File: src/rtl/i2c_arec_pkg.sv
// Package: shared widths, codes and types for the address recognizer.
// Assumes the I2C byte is 8 bits and the programmed word is two bytes wide.
package i2c_arec_pkg;
    localparam int BYTE_W = 8;
    localparam int WORD_W = 2 * BYTE_W;
    localparam int A7_W   = BYTE_W - 1;
    localparam int PFX_W  = 5;
    localparam int HI_W   = A7_W - PFX_W;
    localparam logic [PFX_W-1:0]  PFX10      = 5'b11110;
    localparam logic [BYTE_W-1:0] GC_CODE    = 8'h00;
    localparam logic [BYTE_W-1:0] SBYTE_CODE = 8'h01;

    typedef enum logic [2:0] {
        PH_IDLE,
        PH_HDR,
        PH_LOW,
        PH_DATA,
        PH_SKIP
    } phase_t;

    typedef struct packed {
        logic gc;
        logic sbyte;
        logic mode10;
        logic hit7;
        logic hdr10;
        logic low10;
        logic rw;
    } match_t;
endpackage

File: src/rtl/i2c_arec_cmp.sv
// Module: i2c_arec_cmp
// Compares one received byte against the programmed word. It reports each kind
// of match separately and leaves the decision to the controller.
// Assumes: purely combinational; bit BYTE_W of the word is a don't-care.
module i2c_arec_cmp
    import i2c_arec_pkg::*;
(
    input  logic [WORD_W-1:0] own_word,
    input  logic [BYTE_W-1:0] rx_byte,
    output match_t            m
);
    logic unused_bit8;
    assign unused_bit8 = own_word[BYTE_W];

    // Bitwise comparisons against each field of the programmed word
    always_comb begin
        m.mode10 = (own_word[WORD_W-1 -: PFX_W] == PFX10);
        m.hit7   = (rx_byte[BYTE_W-1:1] == own_word[WORD_W-1 -: A7_W]);
        m.hdr10  = (rx_byte[BYTE_W-1:1] == {PFX10, own_word[BYTE_W+HI_W -: HI_W]});
        m.low10  = (rx_byte == own_word[BYTE_W-1:0]);
        m.gc     = (rx_byte == GC_CODE);
        m.sbyte  = (rx_byte == SBYTE_CODE);
        m.rw     = rx_byte[0];
    end
endmodule

File: src/rtl/i2c_arec_evt.sv
// Module: i2c_arec_evt
// Resolves strobes that arrive in the same cycle into one event. The order is
// STOP, START, repeated START, byte.
// Assumes: every input is a one-cycle strobe from the bit-level front end.
module i2c_arec_evt (
    input  logic start_det,
    input  logic rstart_det,
    input  logic stop_det,
    input  logic byte_vld,
    output logic ev_stop,
    output logic ev_start,
    output logic ev_rep,
    output logic ev_byte
);
    // Fixed-priority masking of lower events
    always_comb begin
        ev_stop  = stop_det;
        ev_start = start_det & ~stop_det;
        ev_rep   = rstart_det & ~stop_det & ~start_det;
        ev_byte  = byte_vld & ~stop_det & ~start_det & ~rstart_det;
    end
endmodule

File: src/rtl/i2c_arec_ctl.sv
// Module: i2c_arec_ctl
// Phase tracker and decision register. It follows the address phase after each
// START, registers one acknowledge decision per address byte, and keeps the
// selected, read and remembered-10-bit flags.
// Assumes: at most one event per cycle (see i2c_arec_evt).
module i2c_arec_ctl
    import i2c_arec_pkg::*;
(
    input  logic   clk,
    input  logic   rst_n,
    input  logic   ev_stop,
    input  logic   ev_start,
    input  logic   ev_rep,
    input  logic   ev_byte,
    input  logic   gc_en,
    input  match_t m,
    output logic   ack_vld,
    output logic   ack_out,
    output logic   selected,
    output logic   read_req
);
    phase_t phase, d_ph;
    logic   armed;
    logic   d_vld, d_ack, d_sel, d_rd, d_arm;

    // Decision for a byte received in the current phase
    always_comb begin
        d_vld = (phase == PH_HDR) || (phase == PH_LOW);
        d_ack = 1'b0;
        d_sel = 1'b0;
        d_rd  = 1'b0;
        d_arm = 1'b0;
        d_ph  = PH_SKIP;
        case (phase)
            PH_HDR: begin
                if (m.gc) begin
                    if (gc_en) begin
                        d_ack = 1'b1;
                        d_sel = 1'b1;
                        d_ph  = PH_DATA;
                    end
                end else if (m.sbyte) begin
                    d_ack = 1'b0;
                end else if (!m.mode10) begin
                    if (m.hit7) begin
                        d_ack = 1'b1;
                        d_sel = 1'b1;
                        d_rd  = m.rw;
                        d_ph  = PH_DATA;
                    end
                end else if (m.hdr10 && !m.rw) begin
                    d_ack = 1'b1;
                    d_ph  = PH_LOW;
                end else if (m.hdr10 && armed) begin
                    d_ack = 1'b1;
                    d_sel = 1'b1;
                    d_rd  = 1'b1;
                    d_arm = 1'b1;
                    d_ph  = PH_DATA;
                end
            end
            PH_LOW: begin
                if (m.low10) begin
                    d_ack = 1'b1;
                    d_sel = 1'b1;
                    d_arm = 1'b1;
                    d_ph  = PH_DATA;
                end
            end
            default: begin
                d_sel = selected;
                d_rd  = read_req;
                d_arm = armed;
                d_ph  = phase;
            end
        endcase
    end

    // State, flag and decision registers
    always_ff @(posedge clk) begin
        if (!rst_n) begin
            phase    <= PH_IDLE;
            armed    <= 1'b0;
            selected <= 1'b0;
            read_req <= 1'b0;
            ack_vld  <= 1'b0;
            ack_out  <= 1'b0;
        end else begin
            ack_vld <= 1'b0;
            ack_out <= 1'b0;
            if (ev_stop || ev_start) begin
                phase    <= ev_stop ? PH_IDLE : PH_HDR;
                armed    <= 1'b0;
                selected <= 1'b0;
                read_req <= 1'b0;
            end else if (ev_rep) begin
                phase <= PH_HDR;
                if (!armed) begin
                    selected <= 1'b0;
                    read_req <= 1'b0;
                end
            end else if (ev_byte) begin
                ack_vld  <= d_vld;
                ack_out  <= d_vld & d_ack;
                selected <= d_sel;
                read_req <= d_rd;
                armed    <= d_arm;
                phase    <= d_ph;
            end
        end
    end
endmodule

File: src/rtl/i2c_addr_recognizer.sv
// Module: i2c_addr_recognizer (top)
// Decides whether an I2C target acknowledges each address byte. It supports
// 7-bit and 10-bit addressing and the general call, and tracks the selected
// and read-request flags.
// Assumes: byte and bus-condition strobes come from a bit-level front end and
// last one cycle each; the decision is used before the ninth clock.
module i2c_addr_recognizer
    import i2c_arec_pkg::*;
(
    input  logic              clk,
    input  logic              rst_n,
    input  logic [WORD_W-1:0] own_word,
    input  logic              gc_en,
    input  logic              start_det,
    input  logic              rstart_det,
    input  logic              stop_det,
    input  logic              byte_vld,
    input  logic [BYTE_W-1:0] byte_data,
    output logic              ack_vld,
    output logic              ack_out,
    output logic              selected,
    output logic              read_req
);
    logic   ev_stop, ev_start, ev_rep, ev_byte;
    match_t m;

    i2c_arec_evt u_evt (
        .start_det (start_det),
        .rstart_det(rstart_det),
        .stop_det  (stop_det),
        .byte_vld  (byte_vld),
        .ev_stop   (ev_stop),
        .ev_start  (ev_start),
        .ev_rep    (ev_rep),
        .ev_byte   (ev_byte)
    );

    i2c_arec_cmp u_cmp (
        .own_word(own_word),
        .rx_byte (byte_data),
        .m       (m)
    );

    i2c_arec_ctl u_ctl (
        .clk     (clk),
        .rst_n   (rst_n),
        .ev_stop (ev_stop),
        .ev_start(ev_start),
        .ev_rep  (ev_rep),
        .ev_byte (ev_byte),
        .gc_en   (gc_en),
        .m       (m),
        .ack_vld (ack_vld),
        .ack_out (ack_out),
        .selected(selected),
        .read_req(read_req)
    );
endmodule

File: config.mk
export PLATFORM = sky130hd
export DESIGN_NAME = i2c_addr_recognizer
export DESIGN_NICKNAME = d
export VERILOG_FILES = /design/src/rtl/i2c_arec_pkg.sv /design/src/rtl/i2c_arec_cmp.sv /design/src/rtl/i2c_arec_evt.sv /design/src/rtl/i2c_arec_ctl.sv /design/src/rtl/i2c_addr_recognizer.sv
export SDC_FILE = /design/constraint.sdc
export NUM_CORES = 1
export LEC_CHECK = 0
export BUFFER_PORTS_ARGS = -buffer_cell sky130_fd_sc_hd__buf_2
export CELL_PAD_IN_SITES_DETAIL_PLACEMENT = 0
export CELL_PAD_IN_SITES_GLOBAL_PLACEMENT = 1
export CORE_MARGIN = 8
export CORE_UTILIZATION = 32
export DETAILED_ROUTE_END_ITERATION = 12
export PLACE_DENSITY = 0.84
export REMOVE_ABC_BUFFERS = 1
export SETUP_SLACK_MARGIN = 0.05
export SLEW_MARGIN = 20
export SYNTH_ARGS = -nofsm -noshare
export SYNTH_HDL_FRONTEND = slang
export SYNTH_SLANG_ARGS = --single-unit
export TNS_END_PERCENT = 100
File: constraint.sdc
create_clock -name clk -period 1.7 [get_ports clk]
set_input_delay 0 -clock clk [delete_from_list [all_inputs] [get_ports clk]]
set_output_delay 0 -clock clk [all_outputs]
set_load 0.005 [all_outputs]
==> impl_results.md, run 1 <==
* Outcome: finished clean
* Mapped Area at 753 um^2
* Area leader, netlist: dfxtp_1
* Crit-path slowest cell: dfxtp_1
* Yosys Warn Count at 0
* Seq cells post-synth at 8
* Fmax achieved at 693 MHz
* Top cell type's share of synthesized area at 21.3%
* Max incr delay on CP at 0.40 ns
* FP Rows at 17
* 1st-pass router iterations at 4
* Fin crit period at 1.44 ns
* First-pass GRT wire length at 3420 um
* P per Cell Area at 456 mW/mm^2
* Die width at 64.5 um
* CTS Buf Count at 3
* Largest net degree at the start of global routing at 8
* Ports at 35
* Top cells by count, synth: xor2_1, dfxtp_1, nand2_1, nor2_1, o21ai_0
* Top_reg_cell synth: dfxtp_1
* DP HPWL at 1770 um
* Clock skew at 0.00250 ns
* Die height at 64.5 um
* CTS Buffer Depth at 2
* Post-CTS setup buffer count at 0
* Area taken by multi-input logic gates at 586 um^2
* CTS H-Tree Depth at 1
* Yosys cell types at 38
* Register Area at 160 um^2
* Sequential area share after synthesis at 21.3%
* Clock Sinks at 8
* Vias in the first global route at 853
* Total GRT Usage at 9.61%
* Avg Cell Area, Syn at 8.46 um^2
* Clk root buf: clkbuf_4
* Worst-Margin Slew at 0.485 ns
* Unrepaired setup endpoints after global routing: no
* Vias at 800
* Async SR Flop Fraction at 0%
* Routed wire length at 1930 um
* Count leader, synth: xor2_1
* Static Leak at 0.443 nW
* Share of layout cells above drive strength 1 at 42.1%
* Core area at 0.00221 mm^2
* Slew Limit Headroom at 67.6%
* Initial antenna violation count at 0
* Die ar. at 0.00416 mm^2
* Final worst setup slack at 0.256 ns
* Mapped Cells at 89
* Residual DRC count at 0
* # nets final at 159
* Ant. Diodes at 0
* Arrival @ worst endpoint at 1.62 ns
* Max VDD drop at 188 uV
* Worst setup path class: register to register
* Critical Path RT at 1.87 ns
* Post-CTS Resized at 0
* Post-synth EDFFs at 0
* Port Buf Inserts at 33
* Setup violations, final at 0
* Routed Antenna Nets at 0
* TritonCTS clock tree: yes
* Max-slew violation count at 0
* Critical-path cell list: xor2_1 -> and3b_1 -> nand3_1 -> inv_1 -> o211ai_1 -> o21ai_0
* Initial detailed-routing violation count at 31
* Max-Cap Viols at 0
* Worst skew pair latency at 0.25 ns
* Fin crit share at 84.9%
* Synth area leaders: dfxtp_1, xor2_1, nor3_4
* Layout Area Growth over Synthesis at 30.6%
* Pre-CTS WS at 0.207 ns
* Hold Path Class: primary input to register
* CTS Hold Bufs at 0
* Starting Density at 34.0%
* Total gr overflow at 0
* Placer congestion estimate at 0.803
* Number of vias per cell at 5.19
* Wire per inst at 12.5 um
* Fillers at 243
* Crit Path Max Fanout at 4
* TNS Setup at 0 ns
* CP endpoint kind: register
* Hold Fails Final Rpt at 0
* Critical Path Start Type: register
* Clk slew on worst S/H paths at 0.05 ns
==> per-layer routing <==
| layer | GRT usage [%] | part of all wire, % | vias to the layer above |
|---|---|---|---|
| met5 | 0 | 0 | - |
| met4 | 2.45 | 0.52 | 0 |
| met1 | 10.8 | 48 | 352 |
| li1 | - | - | 411 |
| met2 | 16.4 | 42 | 35 |
| met3 | 3.95 | 9.1 | 2 |
==> layout by cell type, fill, tap and decap left out, drive strengths merged, types with 2 or more instances in the layout <==
cell type	count
nor4	3
nand2	6
nor2b	2
o2111ai	2
a21oi	2
nor2	8
dfxtp	8
or2	2
or4	2
o31ai	3
a31oi	2
nor3b	2
o21ai	4
nand4	3
inv	2
clkbuf	3
buf	34
nor3	6
xor2	16
==> sequential cells by signal, summed over array words and instances (netlist names) <==
name / flops
u_ctl.ack_out: 1
u_ctl.armed: 1
u_ctl.selected: 1
u_ctl.read_req: 1
u_ctl.ack_vld: 1
u_ctl.phase: 3
==> power by group <==
| part | switching (mW) | internal [mW] |
|---|---|---|
| clock | 0.0593 | 0.0804 |
| sequential | 0.00220 | 0.190 |
| combinational | 0.0613 | 0.0552 |
==> cells by family after synthesis <==
family,after synthesis,synth area share [%]
buf+inv,2,0.997
simple gates,44,39.4
flops,8,21.3
compound gates,19,19.8
xor+xnor,16,18.6
==> per-stage QoR <==
stage | instances | instance area, um^2 | util, % | power [mW] | hold slack [ns]
floorplan | 89 | 753 | - | 0.252 | 0.116
CTS | 154 | 983 | 44.5 | 0.453 | 0.00722
finish | 154 | 983 | 44.5 | 0.448 | 0.00914
global route | 154 | 983 | 44.5 | 0.477 | 0.0230
global placement | 151 | 961 | 43.4 | 0.310 | 0.268
detailed placement | 151 | 961 | 43.4 | 0.313 | 0.266
==> area by class of cell <==
class / instances / share of cell area, %
timing repair buffer: 34 / 17.6
clock buffer: 3 / 2.29
tap: 28 / 3.56
multi-input combinational: 79 / 59.5
sequential: 8 / 16.3
inverter: 2 / 0.763
==> worst max-delay path: cells and delay by family, from the launching register on <==
kind | cells | cell delay [ns]
compound gates | 2 | 0.23
buf+inv | 1 | 0.16
flops | 1 | 0.40
simple gates | 2 | 0.39
xor+xnor | 1 | 0.18
==> final timing paths <==
kind	slack, ns	startpoint	end	cells after the start
worst min-delay path	0.009	byte_vld	u_ctl.ack_out$_SDFF_PP0_	3
worst max-delay path	0.26	u_ctl.phase[0]$_SDFFE_PN0P_	u_ctl.read_req$_SDFFE_PP0P_	6
worst max register to register	0.26	u_ctl.phase[0]$_SDFFE_PN0P_	u_ctl.read_req$_SDFFE_PP0P_	6
worst min register to register	0.51	u_ctl.read_req$_SDFFE_PP0P_	u_ctl.read_req$_SDFFE_PP0P_	2
(Power assumes the default switching activity.)
==> inputs of run 2 (changes only) <==
CORE_ASPECT_RATIO = 0.5   (was unset)
CORE_UTILIZATION = 29   (was 32)
PLACE_DENSITY = 0.8   (was 0.84)
clock period = 1.15 ns   (was 1.7 ns; I/O delays follow)
==> impl_results.md, run 2 (synthesis gave the netlist of run 1 again) <==
* Outcome: complete, but fails checks
* Failing checks: negative setup slack
* Crit Path Max Fanout at 4 (unchanged)
* Unrepaired setup endpoints after global routing: yes
* Met3 wire len at 115 um (-34%)
* 1st-pass router iterations at 4 (unchanged)
* Post-place instance area at 0.00117 mm^2 (+21%)
* Max VDD drop at 302 uV (+61%)
* Crit-path slowest cell: dfxtp_4
* Initial antenna violation count at 0 (unchanged)
* Slew Limit Headroom at 62.7% (-4.9 points)
* Layout Area Growth over Synthesis at 72.8%
* Metal-1 WL at 1080 um (+16%)
* Largest net degree at the start of global routing at 6 (-2)
* Worst skew pair latency at 0.23 ns (-0.02 ns)
* Number of vias per cell at 4.60 (-12%)
* CP endpoint kind: register
* Worst setup path class: register to register
* Vias at 878 (+9.8%)
* Total GRT Usage at 10.7% (+1.1 points)
* Fin crit period at 1.32 ns (-0.119 ns)
* Clock skew at 0.00395 ns (+0.00146 ns)
* Placed cells at 186 (+23%)
* Final core utilization at 51.3% (+6.8 points)
* Hold Fails Final Rpt at 0 (unchanged)
* Routed Antenna Nets at 0 (unchanged)
* Fillers at 245 (+0.82%)
* Reg with most FFs: u_ctl.phase
* Max-slew violation count at 0 (unchanged)
* Share of layout cells above drive strength 1 at 60.4% (+18 points)
* Port Buf Inserts at 33 (unchanged)
* Ant. Diodes at 0 (unchanged)
* Fmax achieved at 755 MHz (+9.0%)
* TNS Setup at -0.878 ns (-0.878 ns)
* Register Area at 168 um^2 (+4.7%)
* Clock Sinks at 8 (unchanged)
* Max-Cap Viols at 0 (unchanged)
* Critical-path cell list: xor2_2 -> and3b_2 -> nand3_4 -> o31ai_2 -> a21o_1
* DP HPWL at 1960 um (+11%)
* CTS H-Tree Depth at 1 (unchanged)
* Total Power at 0.862 mW (+92%)
* Placer congestion estimate at 0.754 (-6.1%)
* Static Leak at 0.593 nW (+34%)
* Fin crit share at 115% (+30 points)
* CTS Hold Bufs at 0 (unchanged)
* Die width at 88.1 um (+37%)
* Max FFs per register at 3 (unchanged)
* Area taken by multi-input logic gates at 646 um^2 (+10%)
* Die height at 52.0 um (-19%)
* CTS Buffer Depth at 2 (unchanged)
* Clk root buf: clkbuf_8
* Critical Path Start Type: register
* Residual DRC count at 0 (unchanged)
* TritonCTS clock tree: yes
* Post-route cell area at 0.00130 mm^2 (+32%)
* Worst-Margin Slew at 0.556 ns (+0.0708 ns)
* Die ar. at 0.00458 mm^2 (+10%)
* Max incr delay on CP at 0.37 ns (-0.03 ns)
* P per Cell Area at 662 mW/mm^2 (+45%)
* Most common cell after layout, fill and taps aside: buf_2
* Vias in the first global route at 941 (+10%)
* Arrival @ worst endpoint at 1.49 ns (-0.13 ns)
* Post-Layout Cell Count at 191 (+24%)
* CTS Buf Count at 3 (unchanged)
* Total gr overflow at 0 (unchanged)
* Routed wire length at 2380 um (+23%)
* Met2 routed WL at 1140 um (+41%)
* Hold Path Class: primary input to register
* FP Rows at 13 (-4)
* Setup violations, final at 7 (+7)
* Critical Path RT at 1.32 ns (-0.55 ns)
* Wire per inst at 12.4 um (-0.64%)
* Core area at 0.00254 mm^2 (+15%)
* Commonest cells after routing, fill and taps aside: buf_2, buf_4, xor2_1, nor2_1, dfxtp_1
* Clk slew on worst S/H paths at 0.04 ns (about the same)
* Ports at 35 (unchanged)
* Initial detailed-routing violation count at 22 (-29%)
* Starting Density at 29.7% (-4.4 points)
* Final worst setup slack at -0.175 ns (-0.431 ns)
* # nets final at 187 (+18%)
* DR top layer: met4
* First-pass GRT wire length at 3900 um (+14%)
## run 2: final cells by class
cell class                 count  share of cell area [%]
multi-input combinational     79                    49.6
timing repair buffer          62                    30.0
sequential                     8                    12.9
tap                           37                    3.56
clock buffer                   3                    3.17
inverter                       2                   0.769
## run 2: through the flow
stage,hold WS [ns],setup slack (ns)
floorplan,0.116,-0.266
global placement,0.277,-0.271
detailed placement,0.278,-0.293
CTS,0.0447,-0.138
global route,0.0717,-0.236
finish,0.0461,-0.175
## run 2: routing by layer
metal | global-route usage, % | vias up
li1 | - | 464
met1 | 12.6 | 385
met2 | 18.2 | 24
met3 | 2.51 | 5
met4 | 4.99 | 0
met5 | 0 | -
## run 2: repair_timing
action,4_1_cts,5_1_grt
resized for setup,12,13
pin swaps,5,4
setup endpoints to repair,8,8
setup buffers,0,2
hold endpoints to repair,0,0
## run 2: where the power goes
part           total, mW  internal, mW  switching, mW  leakage [nW]
registers          0.283         0.279        0.00423        0.0661
clock network      0.329         0.226          0.103        0.0216
logic              0.250         0.136          0.114         0.505
total              0.862         0.641          0.221         0.593
## run 2: path summary, 6_finish.rpt
kind / cells past startpoint / to / from / slack (ns)
setup / recovery: 5 / u_ctl.phase[2]$_SDFFE_PN0P_ / u_ctl.phase[0]$_SDFFE_PN0P_ / -0.17
hold reg to reg: 2 / u_ctl.read_req$_SDFFE_PP0P_ / u_ctl.read_req$_SDFFE_PP0P_ / 0.49
hold / removal: 3 / u_ctl.ack_out$_SDFF_PP0_ / byte_vld / 0.05
setup reg to reg: 5 / u_ctl.phase[2]$_SDFFE_PN0P_ / u_ctl.phase[0]$_SDFFE_PN0P_ / -0.17
## run 2: critical path: cells and delay by family, from the launching register on
family	cells	cell delay, ns
and+or+nand+nor	2	0.39
DFF	1	0.37
AOI/OAI and AO/OA	2	0.35
xor gates and xnor gates	1	0.16
==> inputs of run 3 (changes only) <==
CORE_ASPECT_RATIO = unset   (was 0.5)
CORE_UTILIZATION = 32   (was 29)
HOLD_SLACK_MARGIN = 0.08   (was unset)
PLACE_DENSITY = 0.84   (was 0.8)
clock period = 1.3 ns   (was 1.15 ns; I/O delays follow)
==> impl_results.md, run 3 (synthesis gave the netlist of run 1 again) <==
* Residual DRC count at 0 (unchanged)
* Hold Path Class: primary input to register
* Fmax achieved at 741 MHz (-1.9%)
* Commonest cells after routing, fill and taps aside: buf_2, buf_4, xor2_1, nand2_1, dfxtp_1
* Total gr overflow at 0 (unchanged)
* Core area at 0.00221 mm^2 (-13%)
* Ports at 35 (unchanged)
* CTS Buffer Depth at 2 (unchanged)
* Placed cells at 169 (-9.1%)
* Post-Layout Cell Count at 177 (-7.3%)
* Vias at 895 (+1.9%)
* Slew Limit Headroom at 66.7% (+4.1 points)
* Worst-Margin Slew at 0.495 ns (-0.0609 ns)
* Die width at 64.5 um (-27%)
* Worst setup path class: register to register
* Die ar. at 0.00416 mm^2 (-9.2%)
* CTS Buf Count at 3 (unchanged)
* Share of layout cells above drive strength 1 at 57.0% (-3.3 points)
* Pre-CTS WS at -0.163 ns (+0.130 ns)
* Number of vias per cell at 5.06 (+10%)
* WHS at 0.0809 ns (+0.0348 ns)
* CP endpoint kind: register
* P per Cell Area at 518 mW/mm^2 (-22%)
* Unrepaired setup endpoints after global routing: yes
* Static Leak at 0.560 nW (-5.5%)
* Starting Density at 34.0% (+4.4 points)
* FP Rows at 17 (+4)
* Routed Antenna Nets at 0 (unchanged)
* Initial antenna violation count at 0 (unchanged)
* # nets final at 182 (-2.7%)
* Routed wire length at 2330 um (-2.1%)
* CTS H-Tree Depth at 1 (unchanged)
* Arrival @ worst endpoint at 1.50 ns (about the same)
* Final worst setup slack at -0.0499 ns (+0.125 ns)
* Ant. Diodes at 0 (unchanged)
* Max incr delay on CP at 0.36 ns (about the same)
* Fin crit share at 104% (-11 points)
* Total GRT Usage at 11.8% (+1.1 points)
* Failing checks: negative setup slack
* First-pass GRT wire length at 4040 um (+3.5%)
* Final core utilization at 55.7% (+4.4 points)
* Die height at 64.5 um (+24%)
* Worst skew pair latency at 0.26 ns (+0.03 ns)
* Clock Sinks at 8 (unchanged)
* TNS Setup at -0.0564 ns (+0.821 ns)
* DP HPWL at 1940 um (-0.93%)
* 1st-pass router iterations at 2 (-2)
* Critical Path RT at 1.45 ns (+0.13 ns)
* Critical Path Start Type: register
* Register Area at 168 um^2 (unchanged)
* Total Power at 0.638 mW (-26%)
* Clock skew at 0.00568 ns (+0.00173 ns)
* Fin crit period at 1.35 ns (+0.0250 ns)
* Placer congestion estimate at 0.841 (+11%)
* Max-Cap Viols at 0 (unchanged)
* Layout Area Growth over Synthesis at 63.5%
* Max-slew violation count at 0 (unchanged)
* TritonCTS clock tree: yes
* Vias in the first global route at 969 (+3.0%)
* Port Buf Inserts at 33 (unchanged)
* Max VDD drop at 447 uV (+48%)
* Clk slew on worst S/H paths at 0.05 ns (about the same)
* Setup violations, final at 2 (-5)
* Post-route cell area at 0.00123 mm^2 (-5.4%)
* Fillers at 235 (-4.1%)
* Outcome: complete, but fails checks
* Crit Path Max Fanout at 5 (+1)
* Area taken by multi-input logic gates at 642 um^2 (-0.58%)
* Crit-path slowest cell: dfxtp_4
* Clk root buf: clkbuf_4
* Largest net degree at the start of global routing at 8 (+2)
* Reg with most FFs: u_ctl.phase
* Hold Fails Final Rpt at 0 (unchanged)
* Wire per inst at 13.1 um (+5.6%)
* Critical-path cell list: buf_4 -> nor3b_4 -> and4_4 -> o31ai_2 -> a21o_1
* Max FFs per register at 3 (unchanged)
* Most common cell after layout, fill and taps aside: buf_2
* Initial detailed-routing violation count at 23 (+4.5%)
* Post-place instance area at 0.00110 mm^2 (-6.1%)
[run 3: changes by cell type in the layout (fill, tap and decap cells not counted), sizes merged]
cell,change
buf,-7
dlygate4sd3,+2
[run 3: repair_timing]
action / CTS / global route
resized for setup: 11 / 12
gates cloned: 0 / 0
hold endpoints to repair: 2 / 0
setup endpoints to repair: 7 / 7
pin swaps: 4 / 8
setup buffers: 1 / 2
hold buffers: 2 / 0
[run 3: critical path, delay by kind of cell, from the launching register on]
family          cells  cell delay (ns)
buf+inv             1             0.14
compound gates      2             0.23
simple gates        2             0.51
flops               1             0.36
[run 3: worst paths after layout]
check | startpoint | slack (ns) | depth (start not counted) | endpoint
setup / recovery | u_ctl.phase[0]$_SDFFE_PN0P_ | -0.05 | 5 | u_ctl.phase[2]$_SDFFE_PN0P_
hold / removal | rstart_det | 0.08 | 3 | u_ctl.phase[0]$_SDFFE_PN0P_
setup reg to reg | u_ctl.phase[0]$_SDFFE_PN0P_ | -0.05 | 5 | u_ctl.phase[2]$_SDFFE_PN0P_
hold reg to reg | u_ctl.read_req$_SDFFE_PP0P_ | 0.48 | 2 | u_ctl.read_req$_SDFFE_PP0P_
[run 3: layer usage]
| layer | up-vias | share of wire, % | track usage, % |
|---|---|---|---|
| met3 | 4 | 6.7 | 3.78 |
| met5 | - | 0 | 0 |
| met1 | 399 | 45 | 13.5 |
| met2 | 34 | 46 | 19.0 |
| li1 | 458 | - | - |
| met4 | 0 | 2.0 | 6.54 |
[run 3: area by class of cell]
type / count / area share (%)
clock buffer: 3 / 1.83
inverter: 2 / 0.813
multi-input combinational: 79 / 52.1
sequential: 8 / 13.6
tap: 28 / 2.85
timing repair buffer: 57 / 28.8
[run 3: where the power goes]
group / internal [mW] / switching [mW]
Clock: 0.106 / 0.0839
Sequential: 0.245 / 0.00337
Combinational: 0.104 / 0.0958
